$ cat config.mk
export PLATFORM = sky130hd
export DESIGN_NAME = pd_txr_irq
export DESIGN_NICKNAME = d
export VERILOG_FILES = /design/src/rtl/pd_txr_pkg.sv /design/src/rtl/pd_txr_irqbank.sv /design/src/rtl/pd_txr_regs.sv /design/src/rtl/pd_txr_fsm.sv /design/src/rtl/pd_txr_irq.sv
export SDC_FILE = /design/constraint.sdc
export NUM_CORES = 1
export LEC_CHECK = 0
export BUFFER_PORTS_ARGS = -buffer_cell sky130_fd_sc_hd__buf_2
export CORE_MARGIN = 5
export CORE_UTILIZATION = 52
export CTS_BUF_LIST = sky130_fd_sc_hd__clkbuf_8
export CTS_CLUSTER_DIAMETER = 200
export DETAILED_ROUTE_END_ITERATION = 7
export GPL_TIMING_DRIVEN = 1
export PLACE_DENSITY = 0.72
export SLEW_MARGIN = 30
export SYNTH_ARGS = -nofsm -noshare
export SYNTH_HDL_FRONTEND = slang
export SYNTH_HIERARCHICAL = 1
export SYNTH_SLANG_ARGS = --single-unit
$ cat constraint.sdc
create_clock -name clk -period 3.5 [get_ports clk]
set_input_delay 0.175 -clock clk [delete_from_list [all_inputs] [get_ports clk]]
set_output_delay 0.175 -clock clk [all_outputs]
set_load 0.02 [all_outputs]
$ cat src/rtl/pd_txr_pkg.sv
`timescale 1ns/1ps
package pd_txr_pkg;
  localparam int DW    = 8;
  localparam int NBANK = 2;

  // register addresses
  localparam int A_CTL  = 0;
  localparam int A_RTY  = 1;
  localparam int A_CMD  = 2;
  localparam int A_MSK0 = 3;
  localparam int A_PND0 = A_MSK0 + NBANK;
  localparam int NREG   = A_PND0 + NBANK;
  localparam int AW     = $clog2(NREG);

  // field positions
  localparam int CTL_GO    = 0;
  localparam int CTL_GMASK = 5;
  localparam int RTY_EN    = 0;
  localparam int RTY_CNT   = 1;
  localparam int RTY_HR    = 6;
  localparam int CMD_PDRST = 1;

  // bank A events
  localparam int EV_OK    = 0;
  localparam int EV_FAIL  = 1;
  localparam int EV_COLL  = 2;
  localparam int EV_HRS   = 3;
  localparam int EV_HRR   = 4;
  // bank B events
  localparam int EVB_ACK  = 0;

  typedef enum logic [2:0] {
    ST_IDLE, ST_SEND, ST_ACKW, ST_HRST, ST_HALT
  } txst_e;
endpackage

$ cat src/rtl/pd_txr_irqbank.sv
`timescale 1ns/1ps
module pd_txr_irqbank #(
  parameter int W = 8
) (
  input  logic         clk,
  input  logic         rst,
  input  logic [W-1:0] ev_i,
  input  logic         clr_i,
  output logic [W-1:0] pend_o
);
  // read-to-clear; a same-cycle event survives the clear
  always_ff @(posedge clk) begin
    if (rst)        pend_o <= '0;
    else if (clr_i) pend_o <= ev_i;
    else            pend_o <= pend_o | ev_i;
  end
endmodule

$ cat src/rtl/pd_txr_regs.sv
`timescale 1ns/1ps
module pd_txr_regs import pd_txr_pkg::*; #(
  parameter int CNT_W     = 2,
  parameter int RETRY_DEF = 3
) (
  input  logic                      clk,
  input  logic                      rst,
  input  logic                      reg_wr,
  input  logic                      reg_rd,
  input  logic [AW-1:0]             reg_addr,
  input  logic [DW-1:0]             reg_wdata,
  input  logic [NBANK-1:0][DW-1:0]  pend_i,
  output logic [DW-1:0]             reg_rdata,
  output logic                      gmask,
  output logic                      retry_en,
  output logic [CNT_W-1:0]          retry_cnt,
  output logic [NBANK-1:0][DW-1:0]  mask_o,
  output logic                      tx_go,
  output logic                      hr_go,
  output logic                      pd_rst,
  output logic [NBANK-1:0]          rd_clr
);
  logic wr_ctl, wr_rty, wr_cmd;
  logic [DW-1:0] rd_val;

  assign wr_ctl = reg_wr && (reg_addr == AW'(A_CTL));
  assign wr_rty = reg_wr && (reg_addr == AW'(A_RTY));
  assign wr_cmd = reg_wr && (reg_addr == AW'(A_CMD));

  assign tx_go  = wr_ctl && reg_wdata[CTL_GO];
  assign hr_go  = wr_rty && reg_wdata[RTY_HR];
  assign pd_rst = wr_cmd && reg_wdata[CMD_PDRST];

  always_ff @(posedge clk) begin
    if (rst) begin
      gmask     <= 1'b1;
      retry_en  <= 1'b0;
      retry_cnt <= CNT_W'(RETRY_DEF);
    end else begin
      if (wr_ctl) gmask <= reg_wdata[CTL_GMASK];
      if (wr_rty) begin
        retry_en  <= reg_wdata[RTY_EN];
        retry_cnt <= reg_wdata[RTY_CNT +: CNT_W];
      end
    end
  end

  for (genvar b = 0; b < NBANK; b++) begin : g_bank
    always_ff @(posedge clk) begin
      if (rst)                                         mask_o[b] <= '0;
      else if (reg_wr && reg_addr == AW'(A_MSK0 + b))  mask_o[b] <= reg_wdata;
    end
    assign rd_clr[b] = reg_rd && (reg_addr == AW'(A_PND0 + b));
  end

  always_comb begin
    rd_val = '0;
    if (reg_addr == AW'(A_CTL)) rd_val[CTL_GMASK] = gmask;
    if (reg_addr == AW'(A_RTY)) begin
      rd_val[RTY_EN]            = retry_en;
      rd_val[RTY_CNT +: CNT_W]  = retry_cnt;
    end
    for (int b = 0; b < NBANK; b++) begin
      if (reg_addr == AW'(A_MSK0 + b)) rd_val = mask_o[b];
      if (reg_addr == AW'(A_PND0 + b)) rd_val = pend_i[b];
    end
  end

  always_ff @(posedge clk) begin
    if (rst) reg_rdata <= '0;
    else     reg_rdata <= reg_rd ? rd_val : '0;
  end
endmodule

$ cat src/rtl/pd_txr_fsm.sv
`timescale 1ns/1ps
module pd_txr_fsm import pd_txr_pkg::*; #(
  parameter int TMO_CYC = 200000,
  parameter int CNT_W   = 2
) (
  input  logic             clk,
  input  logic             rst,
  input  logic             tx_go,
  input  logic             hr_go,
  input  logic             pd_rst,
  input  logic             retry_en,
  input  logic [CNT_W-1:0] retry_cnt,
  input  logic             frame_sent,
  input  logic             line_coll,
  input  logic             gcrc_rx,
  input  logic             hr_done,
  input  logic             hr_rx,
  output logic             tx_start,
  output logic             hr_send,
  output logic [DW-1:0]    ev_a
);
  localparam int TW = (TMO_CYC > 2) ? $clog2(TMO_CYC) : 1;
  localparam logic [TW-1:0] TMO_LAST = TW'(TMO_CYC - 1);

  txst_e            st, st_n;
  logic [TW-1:0]    tmr, tmr_n;
  logic [CNT_W-1:0] tries, tries_n;
  logic             go_tx, go_hr;

  always_comb begin
    st_n    = st;
    tmr_n   = tmr;
    tries_n = tries;
    go_tx   = 1'b0;
    go_hr   = 1'b0;
    ev_a    = '0;
    case (st)
      ST_IDLE: begin
        if (hr_go) begin
          go_hr = 1'b1; st_n = ST_HRST;
        end else if (tx_go) begin
          go_tx = 1'b1; st_n = ST_SEND; tries_n = '0;
        end
      end
      ST_SEND: begin
        if (hr_go) begin
          go_hr = 1'b1; st_n = ST_HRST;
        end else if (line_coll) begin
          ev_a[EV_COLL] = 1'b1; st_n = ST_IDLE;
        end else if (frame_sent) begin
          st_n = ST_ACKW; tmr_n = '0;
        end
      end
      ST_ACKW: begin
        if (hr_go) begin
          go_hr = 1'b1; st_n = ST_HRST;
        end else if (gcrc_rx) begin
          ev_a[EV_OK] = 1'b1; st_n = ST_IDLE;
        end else if (line_coll) begin
          ev_a[EV_COLL] = 1'b1; st_n = ST_IDLE;
        end else if (tmr == TMO_LAST) begin
          if (retry_en && (tries < retry_cnt)) begin
            tries_n = tries + 1'b1; go_tx = 1'b1; st_n = ST_SEND;
          end else begin
            ev_a[EV_FAIL] = 1'b1; st_n = ST_IDLE;
          end
        end else begin
          tmr_n = tmr + 1'b1;
        end
      end
      ST_HRST: begin
        if (hr_done) begin
          ev_a[EV_HRS] = 1'b1; st_n = ST_HALT;
        end
      end
      default: ;
    endcase
    // a received hard reset overrides the transfer outcome
    if (hr_rx) begin
      ev_a = '0; ev_a[EV_HRR] = 1'b1;
      st_n = ST_HALT; go_tx = 1'b0; go_hr = 1'b0;
    end
    if (pd_rst) begin
      st_n = ST_IDLE; go_tx = 1'b0; go_hr = 1'b0;
    end
  end

  always_ff @(posedge clk) begin
    if (rst) begin
      st       <= ST_IDLE;
      tmr      <= '0;
      tries    <= '0;
      tx_start <= 1'b0;
      hr_send  <= 1'b0;
    end else begin
      st       <= st_n;
      tmr      <= tmr_n;
      tries    <= tries_n;
      tx_start <= go_tx;
      hr_send  <= go_hr;
    end
  end
endmodule

$ cat src/rtl/pd_txr_irq.sv
`timescale 1ns/1ps
module pd_txr_irq import pd_txr_pkg::*; #(
  parameter int TMO_CYC   = 200000,
  parameter int CNT_W     = 2,
  parameter int RETRY_DEF = 3
) (
  input  logic          clk,
  input  logic          rst,
  input  logic          reg_wr,
  input  logic          reg_rd,
  input  logic [AW-1:0] reg_addr,
  input  logic [DW-1:0] reg_wdata,
  output logic [DW-1:0] reg_rdata,
  input  logic          frame_sent,
  input  logic          line_coll,
  input  logic          gcrc_rx,
  input  logic          hr_done,
  input  logic          hr_rx,
  input  logic          ack_done,
  output logic          tx_start,
  output logic          hr_send,
  output logic          irq_n
);
  logic [NBANK-1:0][DW-1:0] ev, pend, mask;
  logic [NBANK-1:0]         rd_clr;
  logic [DW-1:0]            ev_a;
  logic                     gmask, retry_en, tx_go, hr_go, pd_rst, any_pend;
  logic [CNT_W-1:0]         retry_cnt;
  logic [NBANK*DW-1:0]      ev_flat, pend_flat;

  pd_txr_regs #(.CNT_W(CNT_W), .RETRY_DEF(RETRY_DEF)) u_regs (
    .clk(clk), .rst(rst), .reg_wr(reg_wr), .reg_rd(reg_rd),
    .reg_addr(reg_addr), .reg_wdata(reg_wdata), .pend_i(pend),
    .reg_rdata(reg_rdata), .gmask(gmask), .retry_en(retry_en),
    .retry_cnt(retry_cnt), .mask_o(mask), .tx_go(tx_go),
    .hr_go(hr_go), .pd_rst(pd_rst), .rd_clr(rd_clr)
  );

  pd_txr_fsm #(.TMO_CYC(TMO_CYC), .CNT_W(CNT_W)) u_fsm (
    .clk(clk), .rst(rst), .tx_go(tx_go), .hr_go(hr_go), .pd_rst(pd_rst),
    .retry_en(retry_en), .retry_cnt(retry_cnt), .frame_sent(frame_sent),
    .line_coll(line_coll), .gcrc_rx(gcrc_rx), .hr_done(hr_done),
    .hr_rx(hr_rx), .tx_start(tx_start), .hr_send(hr_send), .ev_a(ev_a)
  );

  always_comb begin
    ev          = '0;
    ev[0]       = ev_a;
    ev[1][EVB_ACK] = ack_done;
  end

  for (genvar b = 0; b < NBANK; b++) begin : g_pend
    pd_txr_irqbank #(.W(DW)) u_bank (
      .clk(clk), .rst(rst), .ev_i(ev[b]), .clr_i(rd_clr[b]), .pend_o(pend[b])
    );
  end

  always_comb begin
    any_pend = 1'b0;
    for (int b = 0; b < NBANK; b++) any_pend = any_pend | (|(pend[b] & ~mask[b]));
  end

  always_ff @(posedge clk) begin
    if (rst) irq_n <= 1'b1;
    else     irq_n <= ~(any_pend & ~gmask);
  end

  assign ev_flat   = ev;
  assign pend_flat = pend;
endmodule

==> metrics, run 1 <==
status finished, final reports clean; antenna cells 0; DRC 0; Int Pwr 1.23 mW; vias in the first global route 2848; fillers roughly 630; VDD IR max 0.208 mV; MaxCap Viol Count 0; Cell variety after synth 77; Setup Crit Path Kind reg2reg; CTS root buf clkbuf_8; Worst Path Buf+Inv 0; HP Class in2reg; Hold Vio Cnt, Final 0; Fmax achieved 426 MHz; endpoints failing setup 0; top-area cell type share of the netlist area 37.8%; FP Rows 30; H-tree lvl count 3; Routability Congestion 0.880; Async SR Flop Fraction 0%; Cell Area, Synth 0.00371 mm²; Seq/Total Area, Yosys a little under two fifths; minimum clock period around 2300 ps; DR vias 3187; final setup TNS 0 ps; die area slightly below 0.009 mm²; Worst Max-Slew Pin Slew 719 ps; FF+latch count, synth 70; TritonCTS clock tree built; register share of total power 50.6%; commonest non-fill, non-tap cell in the layout dfxtp_1; Crit path max-delay family simple AND/OR/NAND/NOR gates; post-route clock period utilization 67.0%; P&R area growth vs syn 9.85%; power density cells between 400 and 500 mW/mm²; postcts setup bufs 0; Startpoint Class flop; initial antenna violation count 0; CP max stage delay 690 ps; # resized after CTS 0; RSZ-0062 raised after global routing false; Clk pwr share between 40% and 50%; Synth area leader dfxtp_1; routed len/inst 14.6 µm; Post-DP HPWL 5990 µm; ys flop type dfxtp_1; ANT nets after route 0; share of total power in combinational logic roughly 8%; CP Data Required Time 3780 ps; worst slack, placed 838 ps; top post-synthesis cells by area dfxtp_1, a21oi_1, nand2_1, inv_1, nor2_1; I/O pin count 32; core area between 0.006 and 0.007 mm²; Rel. slew slack 51.4%; worst clock skew 12.2 ps; Static Leak about 1.5 nW; clock buffer depth 2; worst skew pair latency 350 ps; Synth Warn # 6; most frequent cells in the layout dfxtp_1, nand2_1, a21oi_1, inv_1, nor2_1; total power 1.65 mW; Net Sw Power between 0.4 and 0.5 mW; Clock transition at path regs approximately 80 ps; GRT overflow 0; Die Span Y 94.5 µm; Initial DRT Pass Iterations 5; first-pass GRT wire length about 14000 µm; DRT Wirelength 8250 µm; Post-CTS Hold Buffers 0; Final nets 487; die width ~94 µm; largest fanout on the critical path 20; CP Capture Type flop; Overall Global Routing Usage 19.6%; Sw Share roughly 25%; IO Port Bufs 31; Syn Inst Count approximately 440; crit-path cells nor3b_2 > o21ai_1 > a211o_1 > or4_1 > a21oi_1; Avg Cell Area, Syn 8.45 µm²; largest net degree at the start of global routing 26; crit path DAT 2620 ps; Initial Utilization between 50 and 60%; Max Slew Vio Count 0; clock sink count 70; initial DRC count 292; final worst slack 1150 ps; number of buffers created by CTS 9; DR vias/cell 5.64; fraction of layout cells with a size suffix above 1 between 10% and 20%; Post-synth EDFFs 0; crit path max-delay cell type dfxtp_1
[layout make-up]
class	count	area (µm²)	area share (%)
Multi-Input combinational cell	315	2050	50.2
Tap cell	96	120	2.95
Inverter	36	135	3.32
Timing Repair Buffer	32	163	3.99
Sequential cell	70	1400	34.4
Clock inverter	5	57.6	1.41
Clock buffer	11	151	3.72
[sequential cells by signal, summed over array words and instances (netlist names)]
name                  flops
u_fsm/tmr                18
g_pend.u_bank/pend_o     16
u_regs/mask_o            16
u_regs/reg_rdata          8
u_fsm/st                  3
u_fsm/tries               2
u_regs/retry_cnt          2
irq_n                     1
u_fsm/hr_send             1
u_fsm/tx_start            1
u_regs/gmask              1
u_regs/retry_en           1
[metrics by stage]
| step | instance area (µm²) | util [%] | cells | hold slack, ps |
|---|---|---|---|---|
| 3_3_place_gp | 3870 | 56.3 | 549 | 420 |
| 3_5_place_dp | 3870 | 56.3 | 549 | 430 |
| 5_1_grt | 4080 | 59.3 | 565 | 68.6 |
| 2_1_floorplan | 3740 | - | 447 | 253 |
| 4_1_cts | 4080 | 59.3 | 565 | 59.3 |
| 6_report | 4080 | 59.3 | 565 | 68.6 |
[worst register-to-register path, delay by kind of cell, from the launching register on]
family             cells  cell delay, ps
and+or+nand+nor        2             820
AOI/OAI and AO/OA      3             760
DFF                    1             690
[cells by family (layout without fill, tap and decap cells)]
group,count (synthesis),count (layout),synth area share (%)
AOI/OAI and AO/OA,100,100,18.4
and+or+nand+nor,179,179,28.5
buffers and inverters,62,84,7.86
muxes,19,19,5.36
xor gates and xnor gates,5,5,1.18
adders and majority gates,2,2,0.674
other,2,10,0.202
DFF,70,70,37.8
[Yosys cell counts, types with 7 or more instances]
cell type,count
nor2_1,35
clkbuf_1,9
inv_1,35
nor3_1,7
nor2b_1,8
nand3_1,10
a21oi_1,37
mux2i_1,12
nand2_1,38
nand2b_1,19
and3b_1,9
dfxtp_1,70
and2_1,7
[power by group through the flow]
stage               clock [mW]  combinational [mW]  sequential [mW]
floorplan                    0              0.0977            0.846
global placement             0               0.126            0.851
detailed placement           0               0.129            0.852
CTS                      0.693               0.130            0.834
global route             0.735               0.147            0.837
finish                   0.684               0.131            0.834
[per-layer routing]
layer | up-vias | share of wire, % | track usage [%] | wire, µm
met5 | - | 0 | 0 | 0
met3 | 13 | 6.2 | 3.90 | 512
met1 | 1490 | 47 | 27.9 | 3870
met4 | 0 | 1.5 | 7.21 | 122
li1 | 1580 | - | - | -
met2 | 104 | 45 | 29.3 | 3750
[final timing paths]
check                                                    from  slack [ps]                                     to  cells after the start
worst max register to register       u_fsm/st[1]$_SDFFE_PP0P_        1150             u_fsm/tmr[11]$_SDFFE_PP0P_                      5
worst min-delay path                                 ack_done          70  g_pend[1].u_bank/pend_o[0]$_SDFF_PP0_                      3
worst min register to register  u_regs/mask_o[0]$_SDFFE_PP0P_         470          u_regs/mask_o[0]$_SDFFE_PP0P_                      2
worst max-delay path                 u_fsm/st[1]$_SDFFE_PP0P_        1150             u_fsm/tmr[11]$_SDFFE_PP0P_                      5
No activity file was read; power rests on OpenSTA's default activity.
==> inputs of run 2 (changes only) <==
ABC_AREA = 1   (was default)
clock period = 2.4 ns   (was 3.5 ns; I/O delays follow)
==> metrics, run 2 <==
status finished, final reports clean; placed cells 723; antenna cells 0; ANT nets after route 0; Async SR Flop Fraction 0%; Hold Crit Depth 3; postcts setup bufs 0; r2r worst-path depth 10; DR vias/cell ~5.1; core area 0.00729 mm²; Syn Inst Count ~610; Worst Path Buf+Inv 0; crit path DAT 2390 ps; Initial Utilization a little over half; commonest non-fill, non-tap cell in the layout nand2_1; fraction of layout cells with a size suffix above 1 12.0%; FF+latch count, synth 70; R2R setup slack 250 ps; Critical R2R Launch u_fsm/tmr[0]$_SDFFE_PP0P_; Commonest cells post-synth nand2_1, nor2_1, inv_1, dfxtp_1, a21oi_1; hold_sp reg_wdata[7]; Max Slew Vio Count 0; Critical R2R Capture u_fsm/tmr[1]$_SDFFE_PP0P_; Initial DRT Pass Iterations 6; MaxCap Viol Count 0; Clock transition at path regs 80 ps; Synth area leader dfxtp_1; cell repeated most along the worst path nand2_2; CTS root buf clkbuf_8; number of buffers created by CTS 9; most frequent cell after synthesis nand2_1; Routability Congestion 0.916; Largest register FFs 18; power density cells about 550 mW/mm²; FP Rows 31; top-area cell type share of the netlist area 35.9%; CP Capture Type flop; Synth Warn # 6; Avg Cell Area, Syn 6.44 µm²; worst slack, placed 303 ps; Rel. slew slack between 60% and 70%; largest fanout on the critical path 20; P&R area growth vs syn 8.85%; IO Port Bufs 31; TritonCTS clock tree built; CP startpoint u_fsm/tmr[0]$_SDFFE_PP0P_; final setup TNS 0 ps; Seq/Total Area, Yosys 35.9%; Top Registers u_fsm/tmr: 18 flops, g_pend.u_bank/pend_o: 16 flops, u_regs/mask_o: 16 flops; post-layout util 58.2%; Worst Max-Slew Pin Slew 523 ps; RSZ-0062 raised after global routing false; Largest Register u_fsm/tmr; most frequent cells in the layout nand2_1, nor2_1, inv_1, dfxtp_1, a21oi_1; minimum clock period 2150 ps; DRC 0; DRT Wirelength 9220 µm; die width 96.6 µm; Final nets 659; Overall Global Routing Usage roughly 20%; Hold Vio Cnt, Final 0; crit-path cells ha_1 > nand3_1 > nor2_1 > nand2_1 > nand2_2 > nand2_2 > nand2_2 > nand2_1 > o21ai_1 > nor2_1; H-tree lvl count 3; ys flop type dfxtp_1; final worst slack 249 ps; Post-synth EDFFs 0; crit path max-delay cell type dfxtp_1; worst skew pair latency between 300 and 400 ps; DR vias between 3000 and 4000; post-route clock period utilization about nine tenths; Crit path max-delay family simple AND/OR/NAND/NOR gates; largest net degree at the start of global routing 28; HP Class in2reg; fillers 760; GRT overflow 0; Setup Crit Path Kind reg2reg; first-pass GRT wire length about 16000 µm; Post-DP HPWL 6710 µm; I/O pin count 32; CP max stage delay 430 ps; endpoints failing setup 0; initial DRC count 172; die area 0.00933 mm²; CP Data Required Time 2640 ps; vias in the first global route 3470; top post-synthesis cells by area dfxtp_1, nand2_1, a21oi_1, nor2_1, inv_1; Cell Area, Synth 0.00390 mm²; Static Leak around 1.7 nW; clock buffer depth 2; Startpoint Class flop; Fmax achieved ~460 MHz; Die Span Y 96.6 µm; Cell variety after synth 37; fin cells 740; worst clock skew 6.85 ps; Worst Hold End u_regs/mask_o[7]$_SDFFE_PP0P_; routed len/inst roughly 12 µm; VDD IR max approximately 0.38 mV; clock sink count 70; initial antenna violation count 0
run 2: changes by cell type after synthesis, sizes merged, moves of 8 or more:
cell / before / now
nand3: 10 / 45
nor2: 35 / 82
a21oi: 43 / 60
and3b: 9 / 0
inv: 36 / 79
o21ai: 11 / 35
mux2i: 12 / 0
nand2b: 21 / 0
nand4: 3 / 24
nor2b: 8 / 0
nand2: 38 / 158
run 2: timing repair:
item | in CTS | in global routing
endpoints found under the hold margin | 1 | 0
resized for setup | 0 | 0
endpoints found under the setup margin | 0 | 0
hold buffers | 1 | 0
run 2: stage by stage:
stage	cell area, µm²	hold WS (ps)	power, mW
after floorplan	3930	223	1.45
after detailed placement	4060	366	1.51
final	4250	33.2	2.34
after CTS	4250	22.2	2.35
after global routing	4250	40.7	2.45
after global placement	4060	363	1.50
run 2: layout make-up:
class | count | area (µm²) | share of cell area, %
Clock buffer | 9 | 124 | 2.92
Clock inverter | 7 | 50.0 | 1.18
Timing Repair Buffer | 36 | 195 | 4.60
Sequential cell | 70 | 1400 | 33.0
Inverter | 81 | 308 | 7.25
Multi-Input combinational cell | 438 | 2040 | 48.1
Tap cell | 99 | 124 | 2.92
run 2: cell families after synthesis:
| kind of cell | Yosys count | synth area share, % |
|---|---|---|
| fa+ha+maj | 2 | 0.641 |
| compound gates | 98 | 13.0 |
| xor+xnor | 7 | 1.57 |
| flops | 70 | 35.9 |
| other cells | 2 | 0.193 |
| buf+inv | 106 | 12.4 |
| simple gates | 321 | 36.2 |
run 2: metal layers:
metal	part of all wire [%]	vias up	global-route usage (%)
met5	0	-	0
met4	1.4	0	6.80
met3	5.7	12	4.60
met2	46	100	31.3
met1	47	1711	26.6
li1	-	1981	-
run 2: worst max-delay path by stage:
stage	endpoint	slack, ps	cells past startpoint
finish	u_fsm/tmr[1]$_SDFFE_PP0P_	250	10
global route	u_fsm/tmr[1]$_SDFFE_PP0P_	30	10
CTS	u_fsm/tmr[1]$_SDFFE_PP0P_	290	10
detailed placement	u_fsm/tmr[1]$_SDFFE_PP0P_	300	10
global placement	u_fsm/tmr[1]$_SDFFE_PP0P_	380	10
floorplan	u_fsm/tmr[1]$_SDFFE_PP0P_	800	11
run 2: where the power goes:
group | internal, mW | leakage, nW | switching [mW]
sequential | 1.20 | 0.570 | 0.0281
combinational | 0.0819 | 1.01 | 0.181
clock | 0.376 | 0.0816 | 0.475
total | 1.65 | 1.67 | 0.684
run 2: worst register-to-register path: cells and delay by family (launching register included):
family	cells	cell delay, ps
fa+ha+maj	1	270
flops	1	430
simple gates	8	1270
compound gates	1	90
==> inputs of run 3 (changes only) <==
REMOVE_ABC_BUFFERS = 1   (was default)
==> metrics, run 3 (synthesis results as in run 2) <==
R2R setup slack slightly below 300 ps; FP Rows 31; Routability Congestion 0.941; Critical R2R Capture u_fsm/tmr[1]$_SDFFE_PP0P_; CP startpoint u_fsm/tmr[0]$_SDFFE_PP0P_; MaxCap Viol Count 0; initial antenna violation count 0; H-tree lvl count 3; commonest non-fill, non-tap cell in the layout nand2_1; Post-CTS Hold Buffers 1; fin cells 740; GRT overflow 0; number of buffers created by CTS 9; largest fanout on the critical path 20; Setup Crit Path Kind reg2reg; post-route clock period utilization between 80 and 90%; Max Slew Vio Count 0; Post-DP HPWL 6830 µm; die area 0.00933 mm²; VDD IR max 0.259 mV; postcts setup bufs 0; Die Span Y 96.6 µm; CTS root buf clkbuf_8; DR vias/cell 5.13; Worst Max-Slew Pin Slew roughly 670 ps; CP Data Required Time 2640 ps; crit path DAT 2350 ps; P&R area growth vs syn 9.46%; largest net degree at the start of global routing 35; Int Pwr between 1.5 and 2 mW; TritonCTS clock tree built; Hold WS 27.6 ps; power density cells 574 mW/mm²; IO Port Bufs 31; worst slack, placed 304 ps; # resized after CTS 0; Overall Global Routing Usage 20.2%; register share of total power 49.9%; Initial Utilization roughly 54%; most frequent cells in the layout nand2_1, nor2_1, inv_1, dfxtp_1, a21oi_1; die width 96.6 µm; antenna cells 0; CP Capture Type flop; clock buffer depth 2; Clock transition at path regs 80 ps; Clk pwr share approximately two fifths; final worst slack between 200 and 300 ps; worst clock skew 7.96 ps; DR vias 3794; Largest register FFs 18; Hold Vio Cnt, Final 0; clock sink count 70; routed len/inst 12.8 µm; initial DRC count ~190; Sw Share approximately 28%; vias in the first global route around 3600; Startpoint Class flop; endpoints failing setup 0; I/O pin count 32; Critical R2R Launch u_fsm/tmr[0]$_SDFFE_PP0P_; placed cells slightly above 700; status finished, final reports clean; Initial DRT Pass Iterations 5; Fmax achieved 474 MHz; Static Leak 1.69 nW; worst skew pair latency 350 ps; Net Sw Power 0.691 mW; fraction of layout cells with a size suffix above 1 about an eighth; HP Class in2reg; Final nets 659; r2r worst-path depth 10; ANT nets after route 0; Rel. slew slack 55.3%; DRC 0; minimum clock period roughly 2100 ps; RSZ-0062 raised after global routing false; core area 0.00729 mm²; Top Registers u_fsm/tmr: 18 flops, g_pend.u_bank/pend_o: 16 flops, u_regs/mask_o: 16 flops; fillers 781; DRT Wirelength around 9500 µm; Largest Register u_fsm/tmr; share of total power in combinational logic a little over a tenth; first-pass GRT wire length 15900 µm; final setup TNS 0 ps; CP endpoint u_fsm/tmr[1]$_SDFFE_PP0P_
[run 3: how the worst min path moves through the flow]
stage / startpoint / end / slack [ps] / cells past startpoint
2_1_floorplan: rst / u_fsm/tmr[15]$_SDFFE_PP0P_ / 180 / 1
3_5_place_dp: ack_done / g_pend[1].u_bank/pend_o[0]$_SDFF_PP0_ / 380 / 3
3_3_place_gp: ack_done / g_pend[1].u_bank/pend_o[0]$_SDFF_PP0_ / 370 / 3
6_report: reg_wdata[4] / u_regs/mask_o[4]$_SDFFE_PP0P_ / 30 / 3
5_1_grt: reg_wdata[4] / u_regs/mask_o[4]$_SDFFE_PP0P_ / 20 / 3
4_1_cts: reg_wdata[4] / u_regs/mask_o[4]$_SDFFE_PP0P_ / 7 / 3
[run 3: area by class of cell]
class / count / area, µm² / area share (%)
multi-input combinational: 438 / 2040 / 47.9
sequential: 70 / 1400 / 32.8
inverter: 81 / 308 / 7.21
timing repair buffer: 36 / 195 / 4.57
clock buffer: 9 / 124 / 2.90
tap: 99 / 124 / 2.90
clock inverter: 7 / 73.8 / 1.73
[run 3: per-stage QoR]
| step | util [%] | cell area (µm²) | total power, mW |
|---|---|---|---|
| after floorplan | - | 3750 | 1.40 |
| after global placement | 55.7 | 4060 | 1.50 |
| after detailed placement | 55.7 | 4060 | 1.51 |
| after CTS | 58.6 | 4270 | 2.48 |
| after global routing | 58.6 | 4270 | 2.58 |
| final | 58.6 | 4270 | 2.45 |
[run 3: power groups by stage]
stage	logic, mW	clock network, mW	registers, mW
6_report	0.263	0.965	1.22
5_1_grt	0.296	1.06	1.23
4_1_cts	0.261	0.996	1.22
3_5_place_dp	0.258	0	1.25
3_3_place_gp	0.251	0	1.25
2_1_floorplan	0.155	0	1.25
[run 3: routing by layer]
metal  wire, µm  track usage [%]  share of wire, %
met5          0                0                 0
met4        157             6.16               1.7
met3        528             5.25               5.6
met2       4600             34.8                48
met1       4210             24.7                44
[run 3: critical path: stages, from the launching register on]
cell	delay, ps
dfxtp_1	440
ha_1	260
nand3_1	180
nor2_1	150
nand2_1	90
nand2_2	110
nand2_2	180
nand2_2	350
nand2_1	80
o21ai_1	90
nor2_1	50
